**src/rtl/fddi_tx_pkg.sv**
```systemverilog
package fddi_tx_pkg;

    localparam int NIB_W  = 4;
    localparam int SYM_W  = 5;
    localparam int PAIR_W = 2 * SYM_W;
    localparam int WORD_W = 2 * NIB_W + 2;

    localparam logic [SYM_W-1:0] CG_QUIET = 5'b00000;
    localparam logic [SYM_W-1:0] CG_IDLE  = 5'b11111;
    localparam logic [SYM_W-1:0] CG_HALT  = 5'b00100;
    localparam logic [SYM_W-1:0] CG_J     = 5'b11000;
    localparam logic [SYM_W-1:0] CG_K     = 5'b10001;
    localparam logic [SYM_W-1:0] CG_T     = 5'b01101;
    localparam logic [SYM_W-1:0] CG_R     = 5'b00111;
    localparam logic [SYM_W-1:0] CG_S     = 5'b11001;

    typedef enum logic [2:0] {
        LS_DATA   = 3'd0,
        LS_IDLE   = 3'd1,
        LS_MASTER = 3'd2,
        LS_HALT   = 3'd3,
        LS_QUIET  = 3'd4,
        LS_USER   = 3'd5
    } ls_e;

    typedef enum logic [1:0] {
        RT_NORMAL = 2'd0,
        RT_INT    = 2'd1,
        RT_EXT    = 2'd2
    } route_e;

    typedef struct packed {
        logic             viol;
        logic [SYM_W-1:0] code;
    } sym_t;

    function automatic sym_t enc_sym(input logic ctl, input logic [NIB_W-1:0] nib);
        sym_t s;
        s.viol = 1'b0;
        s.code = CG_HALT;
        if (!ctl) begin
            case (nib)
                4'h0: s.code = 5'b11110;
                4'h1: s.code = 5'b01001;
                4'h2: s.code = 5'b10100;
                4'h3: s.code = 5'b10101;
                4'h4: s.code = 5'b01010;
                4'h5: s.code = 5'b01011;
                4'h6: s.code = 5'b01110;
                4'h7: s.code = 5'b01111;
                4'h8: s.code = 5'b10010;
                4'h9: s.code = 5'b10011;
                4'hA: s.code = 5'b10110;
                4'hB: s.code = 5'b10111;
                4'hC: s.code = 5'b11010;
                4'hD: s.code = 5'b11011;
                4'hE: s.code = 5'b11100;
                default: s.code = 5'b11101;
            endcase
        end else begin
            case (nib)
                4'h0: s.code = CG_QUIET;
                4'h1: s.code = CG_IDLE;
                4'h2: s.code = CG_HALT;
                4'h3: s.code = CG_J;
                4'h4: s.code = CG_K;
                4'h5: s.code = CG_T;
                4'h6: s.code = CG_R;
                4'h7: s.code = CG_S;
                default: s.viol = 1'b1;
            endcase
        end
        return s;
    endfunction

endpackage

```
**src/rtl/fddi_sym_map.sv**
```systemverilog
module fddi_sym_map
    import fddi_tx_pkg::*;
(
    input  logic [WORD_W-1:0] word,
    input  logic              par_chk_en,
    output logic [PAIR_W-1:0] pair,
    output logic              bad
);
    localparam int NSYM = 2;

    logic             ctl;
    logic             par_ok;
    logic [NSYM-1:0]  viol;

    assign ctl    = word[WORD_W-1];
    assign par_ok = ^word;

    for (genvar i = 0; i < NSYM; i++) begin : g_sym
        sym_t s;
        always_comb begin
            s = enc_sym(ctl, word[i*NIB_W +: NIB_W]);
        end
        assign pair[i*SYM_W +: SYM_W] = s.code;
        assign viol[i]                = s.viol;
    end

    assign bad = (|viol) | (par_chk_en & ~par_ok);

endmodule

```
**src/rtl/fddi_pair_sel.sv**
```systemverilog
module fddi_pair_sel
    import fddi_tx_pkg::*;
(
    input  logic [2:0]        ls_sel,
    input  logic [PAIR_W-1:0] user_pair,
    input  logic [PAIR_W-1:0] data_pair,
    input  logic              data_bad,
    output logic [PAIR_W-1:0] pair,
    output logic              err_set
);
    always_comb begin
        err_set = 1'b0;
        case (ls_e'(ls_sel))
            LS_DATA: begin
                pair    = data_bad ? {CG_HALT, CG_HALT} : data_pair;
                err_set = data_bad;
            end
            LS_IDLE:   pair = {CG_IDLE, CG_IDLE};
            LS_MASTER: pair = {CG_HALT, CG_QUIET};
            LS_HALT:   pair = {CG_HALT, CG_HALT};
            LS_QUIET:  pair = {CG_QUIET, CG_QUIET};
            LS_USER:   pair = user_pair;
            default:   pair = {CG_IDLE, CG_IDLE};
        endcase
    end

endmodule

```
**src/rtl/fddi_serializer.sv**
```systemverilog
module fddi_serializer #(
    parameter int PAIR_W = 10
) (
    input  logic              clk,
    input  logic              rst_n,
    input  logic [PAIR_W-1:0] load_pair,
    input  logic              nrzi_en,
    output logic              word_take,
    output logic              tx_bit
);
    localparam int CNT_W = $clog2(PAIR_W);
    localparam logic [CNT_W-1:0] LAST = CNT_W'(PAIR_W - 1);

    typedef struct packed {
        logic [PAIR_W-1:0] sh;
        logic [CNT_W-1:0]  cnt;
        logic              tx;
    } ser_t;

    ser_t st_d, st_q;

    always_comb begin
        st_d = st_q;
        if (st_q.cnt == LAST) begin
            st_d.sh  = load_pair;
            st_d.cnt = '0;
        end else begin
            st_d.sh  = {st_q.sh[PAIR_W-2:0], 1'b0};
            st_d.cnt = st_q.cnt + 1'b1;
        end
        st_d.tx = nrzi_en ? (st_q.tx ^ st_q.sh[PAIR_W-1]) : st_q.sh[PAIR_W-1];
    end

    always_ff @(posedge clk) begin
        if (!rst_n) st_q <= '0;
        else        st_q <= st_d;
    end

    assign word_take = (st_q.cnt == LAST);
    assign tx_bit    = st_q.tx;

    AST_TAKE_SINGLE: assert property (@(posedge clk) disable iff (!rst_n)
        word_take |=> !word_take);

    AST_NRZ_ZERO_HOLD: assert property (@(posedge clk) disable iff (!rst_n)
        (nrzi_en && !st_q.sh[PAIR_W-1]) |=> $stable(tx_bit));

endmodule

```
**src/rtl/fddi_tx_encoder.sv**
```systemverilog
module fddi_tx_encoder
    import fddi_tx_pkg::*;
(
    input  logic              clk,
    input  logic              rst_n,
    input  logic [WORD_W-1:0] req_word,
    output logic              word_take,
    input  logic [2:0]        ls_sel,
    input  logic [PAIR_W-1:0] user_pair,
    input  logic              par_chk_en,
    input  logic              nrzi_en,
    input  logic [1:0]        route,
    input  logic              err_clr,
    output logic              pmd_tx,
    output logic              lb_int,
    output logic              lb_ext,
    output logic              err_flag
);
    logic [PAIR_W-1:0] data_pair;
    logic              data_bad;
    logic [PAIR_W-1:0] sel_pair;
    logic              err_set;
    logic              tx_bit;
    logic              err_d, err_q;

    fddi_sym_map u_map (
        .word       (req_word),
        .par_chk_en (par_chk_en),
        .pair       (data_pair),
        .bad        (data_bad)
    );

    fddi_pair_sel u_sel (
        .ls_sel    (ls_sel),
        .user_pair (user_pair),
        .data_pair (data_pair),
        .data_bad  (data_bad),
        .pair      (sel_pair),
        .err_set   (err_set)
    );

    fddi_serializer #(.PAIR_W(PAIR_W)) u_ser (
        .clk       (clk),
        .rst_n     (rst_n),
        .load_pair (sel_pair),
        .nrzi_en   (nrzi_en),
        .word_take (word_take),
        .tx_bit    (tx_bit)
    );

    always_comb begin
        err_d = err_q;
        if (word_take && err_set) err_d = 1'b1;
        else if (err_clr)         err_d = 1'b0;
    end

    always_ff @(posedge clk) begin
        if (!rst_n) err_q <= 1'b0;
        else        err_q <= err_d;
    end

    assign err_flag = err_q;
    assign lb_int   = (route == RT_INT) & tx_bit;
    assign lb_ext   = (route == RT_EXT) & tx_bit;
    assign pmd_tx   = ((route != RT_INT) && (route != RT_EXT)) & tx_bit;

    AST_BAD_TO_HALT: assert property (@(posedge clk) disable iff (!rst_n)
        (word_take && ls_sel == LS_DATA && data_bad) |-> sel_pair == {CG_HALT, CG_HALT});

    AST_ERR_STICKY: assert property (@(posedge clk) disable iff (!rst_n)
        (err_flag && !err_clr) |=> err_flag);

    AST_OVR_NO_ERR: assert property (@(posedge clk) disable iff (!rst_n)
        (!err_flag && !(word_take && ls_sel == LS_DATA)) |=> !err_flag);

    AST_ROUTE_EXCL: assert property (@(posedge clk) disable iff (!rst_n)
        $countones({pmd_tx, lb_int, lb_ext}) <= 1);

endmodule

```
**config.mk**
```make
export PLATFORM = sky130hd
export DESIGN_NAME = fddi_tx_encoder
export DESIGN_NICKNAME = d
export VERILOG_FILES = /design/src/rtl/fddi_tx_pkg.sv /design/src/rtl/fddi_sym_map.sv /design/src/rtl/fddi_pair_sel.sv /design/src/rtl/fddi_serializer.sv /design/src/rtl/fddi_tx_encoder.sv
export SDC_FILE = /design/constraint.sdc
export NUM_CORES = 1
export LEC_CHECK = 0
export CORE_MARGIN = 5
export CORE_UTILIZATION = 45
export DETAILED_ROUTE_END_ITERATION = 10
export GPL_TIMING_DRIVEN = 0
export PLACE_DENSITY = 0.77
export SLEW_MARGIN = 20
export SYNTH_ARGS = -nofsm -noshare
export SYNTH_HDL_FRONTEND = slang
export SYNTH_SLANG_ARGS = --single-unit
```
**constraint.sdc**
```tcl
create_clock -name clk -period 2 [get_ports clk]
set_input_delay 0.6 -clock clk [delete_from_list [all_inputs] [get_ports clk]]
set_output_delay 0.6 -clock clk [all_outputs]
set_load 0.005 [all_outputs]
```
Word level (Yosys, flattened, before mapping)
Memories as Yosys holds them, arrays and structs flattened. Index checks and enable logic that the tools add are counted.

Bits in registers: 16. Bits in read-only memories: 160. Input bits: 30. Output and inout port bits: 5. Logic and storage cells: 66. Memories: 2.

Memory list: (name not given) (depth 16, bits a word 5, read ports 1, clocked after Yosys merged registers in 0, write ports 0, RTL line fddi_tx_pkg.sv:42) `case (nib)`; (name not given) (depth 16, bits a word 5, read ports 1, clocked after Yosys merged registers in 0, write ports 0, RTL line fddi_tx_pkg.sv:42).

Add/sub/neg operators: 1. Equality and inequality tests: 23. Muxes and demuxes: 15. Bitwise gates (word level): 8. Reduce and logical (&&, ||, !) cells: 12.

Operators by type and width (number): 5-bit case mux with 7 select lines (2); 10-bit case mux with 5 select lines (1); 4-bit by 3-bit equality test with 1-bit output (second input constant) (8); 4-bit by 2-bit equality test with 1-bit output (second input constant) (4); 8-bit OR reduction (2); 14-bit two-way mux (1); 10-bit two-way mux (1); 5-bit two-way mux (2); 10-bit parity (1); 4-bit by 1-bit equality test with 1-bit output (second input constant) (2); 4-bit zero test (2); 1-bit two-way mux (8); 3-bit by 2-bit equality test with 1-bit output (second input constant) (2); 3-bit equality test (second input constant) (2); 4-bit by 1-bit adder with 4-bit output (second input constant) (1); 1-bit AND (4); 4-bit equality test (second input constant) (1); 2-bit OR reduction (2); 3-bit zero test (1); 2-bit by 1-bit equality test with 1-bit output (second input constant) (1); 2-bit equality test (second input constant) (1); 1-bit logical AND (2); 2-bit by 1-bit != test with 1-bit output (second input constant) (1); 2-bit != test (second input constant) (1); other kinds (5) (6).

Depth between registers and ports, before layout
Word-level depth: 9. Depth in mapped cells: 8. Depth with buffers taken out: 8.

By module
Synthesis repeated with hierarchy kept, for this count alone.

Cells, all modules: 197. Area, all modules: 1561.5 um2.

Modules (own cells, without submodules): fddi_serializer (instances 1, cells each 65, area an instance 634.4 um2, seq. area each 300.3 um2); fddi_sym_map (instances 1, cells each 81, area an instance 598.1 um2, seq. area each 0.0 um2); fddi_pair_sel (instances 1, cells each 40, area an instance 229.0 um2, seq. area each 0.0 um2); fddi_tx_encoder (instances 1, cells each 11, area an instance 100.1 um2, seq. area each 20.0 um2).

Least setup slack after synthesis
Ideal clock, no wire load.

Path kind: in2reg. Start point: in req_word[4]. End point: reg u_ser.st_q[5] (netlist name). Library setup time: 70 ps. Arrival time: 1986 ps. Required time: 1930 ps. Slack: -56 ps. Stages on the path: 7. Buffers on the path: 0. Path through: inv_1 > ha_1 > xor2_1 > xnor3_1 > a22oi_4 > o2111ai_1 > a21oi_1.

Cells in the longest elaborated chain, start to end: 8. Elaborated cells between the ends (all ways): 18. Those cells by class: eq/ne: 7; mux: 4; bitwise: 3; reduce/logical: 4.

RTL lines: start, declared (RTL line fddi_tx_encoder.sv:6) `input logic [WORD_W-1:0] req_word,`; 4-bit by 2-bit equality test with 1-bit output (tied with other cells) (RTL line fddi_tx_pkg.sv:61) `case (nib)`; 8-bit OR reduction (no source line); 1-bit two-way mux (RTL line fddi_tx_pkg.sv:61); 1-bit two-way mux (RTL line fddi_tx_pkg.sv:41) `if (!ctl) begin`; 2-bit OR reduction (RTL line fddi_sym_map.sv:27) `assign bad = (|viol) | (par_chk_en & ~par_ok);`; 1-bit bitwise OR * (RTL line fddi_sym_map.sv:27); 10-bit two-way mux * (RTL line fddi_pair_sel.sv:15) `pair = data_bad ? {CG_HALT, CG_HALT} : data_pair;`; 10-bit case mux with 5 select lines * (RTL line fddi_pair_sel.sv:13) `case (ls_e'(ls_sel))`; end signal, assigned (RTL line fddi_serializer.sv:36) `else st_q <= st_d;`; end, declared (RTL line fddi_serializer.sv:20) `ser_t st_d, st_q;`.

Every way passes the cells marked *; elsewhere a longest branch is shown, timed or not. A chain may end at the register's enable or synchronous reset.

Final worst setup path
Start point: reg u_ser.st_q[2] (netlist name). End point: out word_take.

Cells in the longest elaborated chain, start to end: 1.

RTL lines: 4-bit equality test (RTL line fddi_serializer.sv:39) `assign word_take = (st_q.cnt == LAST);`; end, declared (RTL line fddi_tx_encoder.sv:7) `output logic word_take,`.

Every way passes these cells.

==> impl_metrics.toml <==
[yosys]
synth_top_family_by_area = "compound AO/OA/AOI/OAI gates"
synth-adder-area-share_pct = 18.39
async_flop_share_pct = 0
synth_top_flop_cell = "dfxtp_1"
ys_warn_count = 0
synth.area.mux_share_pct = 0
ys_seq_elements = 16
synth_area_leaders = "dfxtp_1 22%, ha_1 18%, a21oi_1 8.1%"
yosys-top-cells-count = "23 x a21oi_1, 21 x ha_1, 19 x o21ai_0, 16 x dfxtp_1, 14 x inv_1"
seq_area_frac_synth_pct = 22.42
synth-edff-count = 0
yosysMostFrequentCell = "a21oi_1"
synthCells = 181
synth-simple-area-share_pct = 19.96
synth_top_area_share_pct = 22.42
avgSynthCellArea_um2 = 7.894
syn_nets = 232
synth_top_area_cell = "dfxtp_1"
synth-xor-area-share_pct = 5.254
synth-compound-area-share_pct = 28.90
yosysUniqueCellTypes = 40
syn_area_um2 = 1429

[clock_tree]
clk_latency_ps = 300
clockBufferDepth = 2
cts_max_level = 1
cts_made_buffers = 3
cts-root-buf = "clkbuf_4"
cts_sinks = 16
path_clk_slew_ps = 90
cts_tree = "done"

[worst_setup_path]
critical-path-top-delay-family = "flip-flops"
crit_slowest_cell = "dfxtp_2"
cp_cell_sequence = "inv_2 -> ha_4 -> nand2_2 -> or2_4 -> inv_2 -> buf_6 -> buf_6"
critPathCaptureType = "output pin"
slowest_delay_ps = 340
worst-path-max-fanout = 3
required_ps = 1400
crit_type = "flip-flop to output pin"
critPathLaunchType = "flip-flop"
cp.arrival_ps = 1360
path_buf_inv = 4

[timing]
min_period_over_period_pct = 98.03
slew_headroom_pct = 59.17
timing.hold.ws_ps = 464.8
period_needed_ps = 1961
setup-violations-final = 0
hold_viol_final = 0
drv_slew = 0
worst_pin_slew_ps = 609.7
skew_ps = 8.904
fmax_mhz = 510.1

[global_routing]
grt_pass1_vias = 1406
antenna_found_initial = 0
grt-ovfl-total = 0
grt_first_pass_wirelength_mm = 5.989
grt_max_degree = 11
grt_util_all_layers_pct = 17.24

[placed_design]
io_buffers = 34
hpwl_mm = 2.627
gp_congestion = 0.8849

[job]
maxCapViolCount = 0

[run_status]
status = "complete, no violations"

[power]
powerDensity_nw_per_um2 = 422.7
power.total_uw = 892.7
p_leak_nw = 0.8980
peakVddDrop_mv = 0.2798

[cells_and_area]
n_antenna_cell = 0
area_growth_pct = 47.81
fillCellCount = 256
drive_gt1_share_pct = 30.77
layout.nets = 286

[detailed_routing]
drc_errors = 0
vias = 1547
vias_per_cell = 5.565
drt_iter0_drc = 96
antenna_left = 0
avgRoutedWirePerCell_um = 14.18
firstDrtPassIters = 4
wl_mm = 3.941

[die]
dieArea_um2 = 4402
die_h_um = 66.35
core_um2 = 3053
num_rows = 20
io_pins = 35
start_util_pct = 46.80
fp.dieW_um = 66.35

[min_path]
hold_path.class = "flip-flop to flip-flop"
==> power by group <==
part / leakage [nW] / switching [mW] / internal [mW] / total [mW]
Sequential: 0.130 / 0.00611 / 0.324 / 0.330
Clock: 0.0210 / 0.114 / 0.111 / 0.225
Combinational: 0.747 / 0.159 / 0.178 / 0.337
Total: 0.898 / 0.279 / 0.614 / 0.893
==> cell usage in the layout (no fill, tap or decap), types with 5 or more instances in the layout <==
cell type and n:
a21oi_1 21, and2_1 5, o21ai_0 19, nor2_1 10
buf_2 5, inv_2 6, buf_4 16, ha_4 5
ha_1 15, nand3_1 5, clkdlybuf4s50_1 16, nand2_1 8
dfxtp_1 14
==> layer usage <==
layer  share of wire, %  GRT usage [%]  vias to the layer above  wire, µm
met5                  0              0                        -         0
met4               0.71          4.315                        0        28
met3                7.5          3.571                        4       296
met2                 49          29.74                       60      1926
met1                 43          21.64                      716      1690
li1                   -              -                      767         -
==> logic make-up (layout without fill, tap and decap cells) <==
logic type	after synthesis	in the layout
AO/OA/AOI/OAI	67	67
AND/OR/NAND/NOR	51	51
adder cells (fa/ha/maj)	21	21
buffers and inverters	19	72
flip-flops	16	16
XOR/XNOR	7	7
==> area by class of cell <==
| cell class | instances | area (µm²) | share of cell area (%) |
|---|---|---|---|
| multi-input cells | 146 | 1177 | 55.75 |
| inverters | 14 | 65.06 | 3.081 |
| clock buffers | 4 | 36.28 | 1.718 |
| flip-flops and latches | 16 | 325.3 | 15.40 |
| repair buffers | 49 | 421.7 | 19.96 |
| plain buffers | 5 | 31.28 | 1.481 |
| well taps | 44 | 55.05 | 2.607 |
==> per-stage QoR <==
stage	std cells	cell area, µm²	utilization [%]	setup TNS [ps]	setup WS (ps)
final	278	2112	69.18	0	39.45
after global routing	278	2112	69.18	-39.55	-17.64
after CTS	275	2029	66.48	0	0.7949
after detailed placement	259	1837	60.16	-10480	-849.8
after global placement	259	1837	60.16	-10270	-830.2
after floorplan	181	1441	-	-0.4341	-0.4341
==> sequential cells by signal, indices dropped and copies added (netlist names) <==
name          flops
u_ser.tx_bit      1
err_flag          1
u_ser.st_q       14
==> repair_timing <==
action | 4_1_cts | 5_1_grt
hold buffers | 0 | 0
resized for setup | 75 | 30
setup buffers | 12 | 3
endpoints found under the setup margin | 15 | 15
pin swaps | 8 | 7
==> path summary, 6_finish.rpt <==
check	start	endpoint	slack, ps	cells after the start
setup / recovery	u_ser.st_q[2]	word_take	40	7
hold / removal	u_ser.st_q[1]	u_ser.st_q[1]	460	1
setup reg to reg	u_ser.st_q[2]	u_ser.st_q[7]	70	13
hold reg to reg	u_ser.st_q[1]	u_ser.st_q[1]	460	1
(Power assumes the default switching activity.)
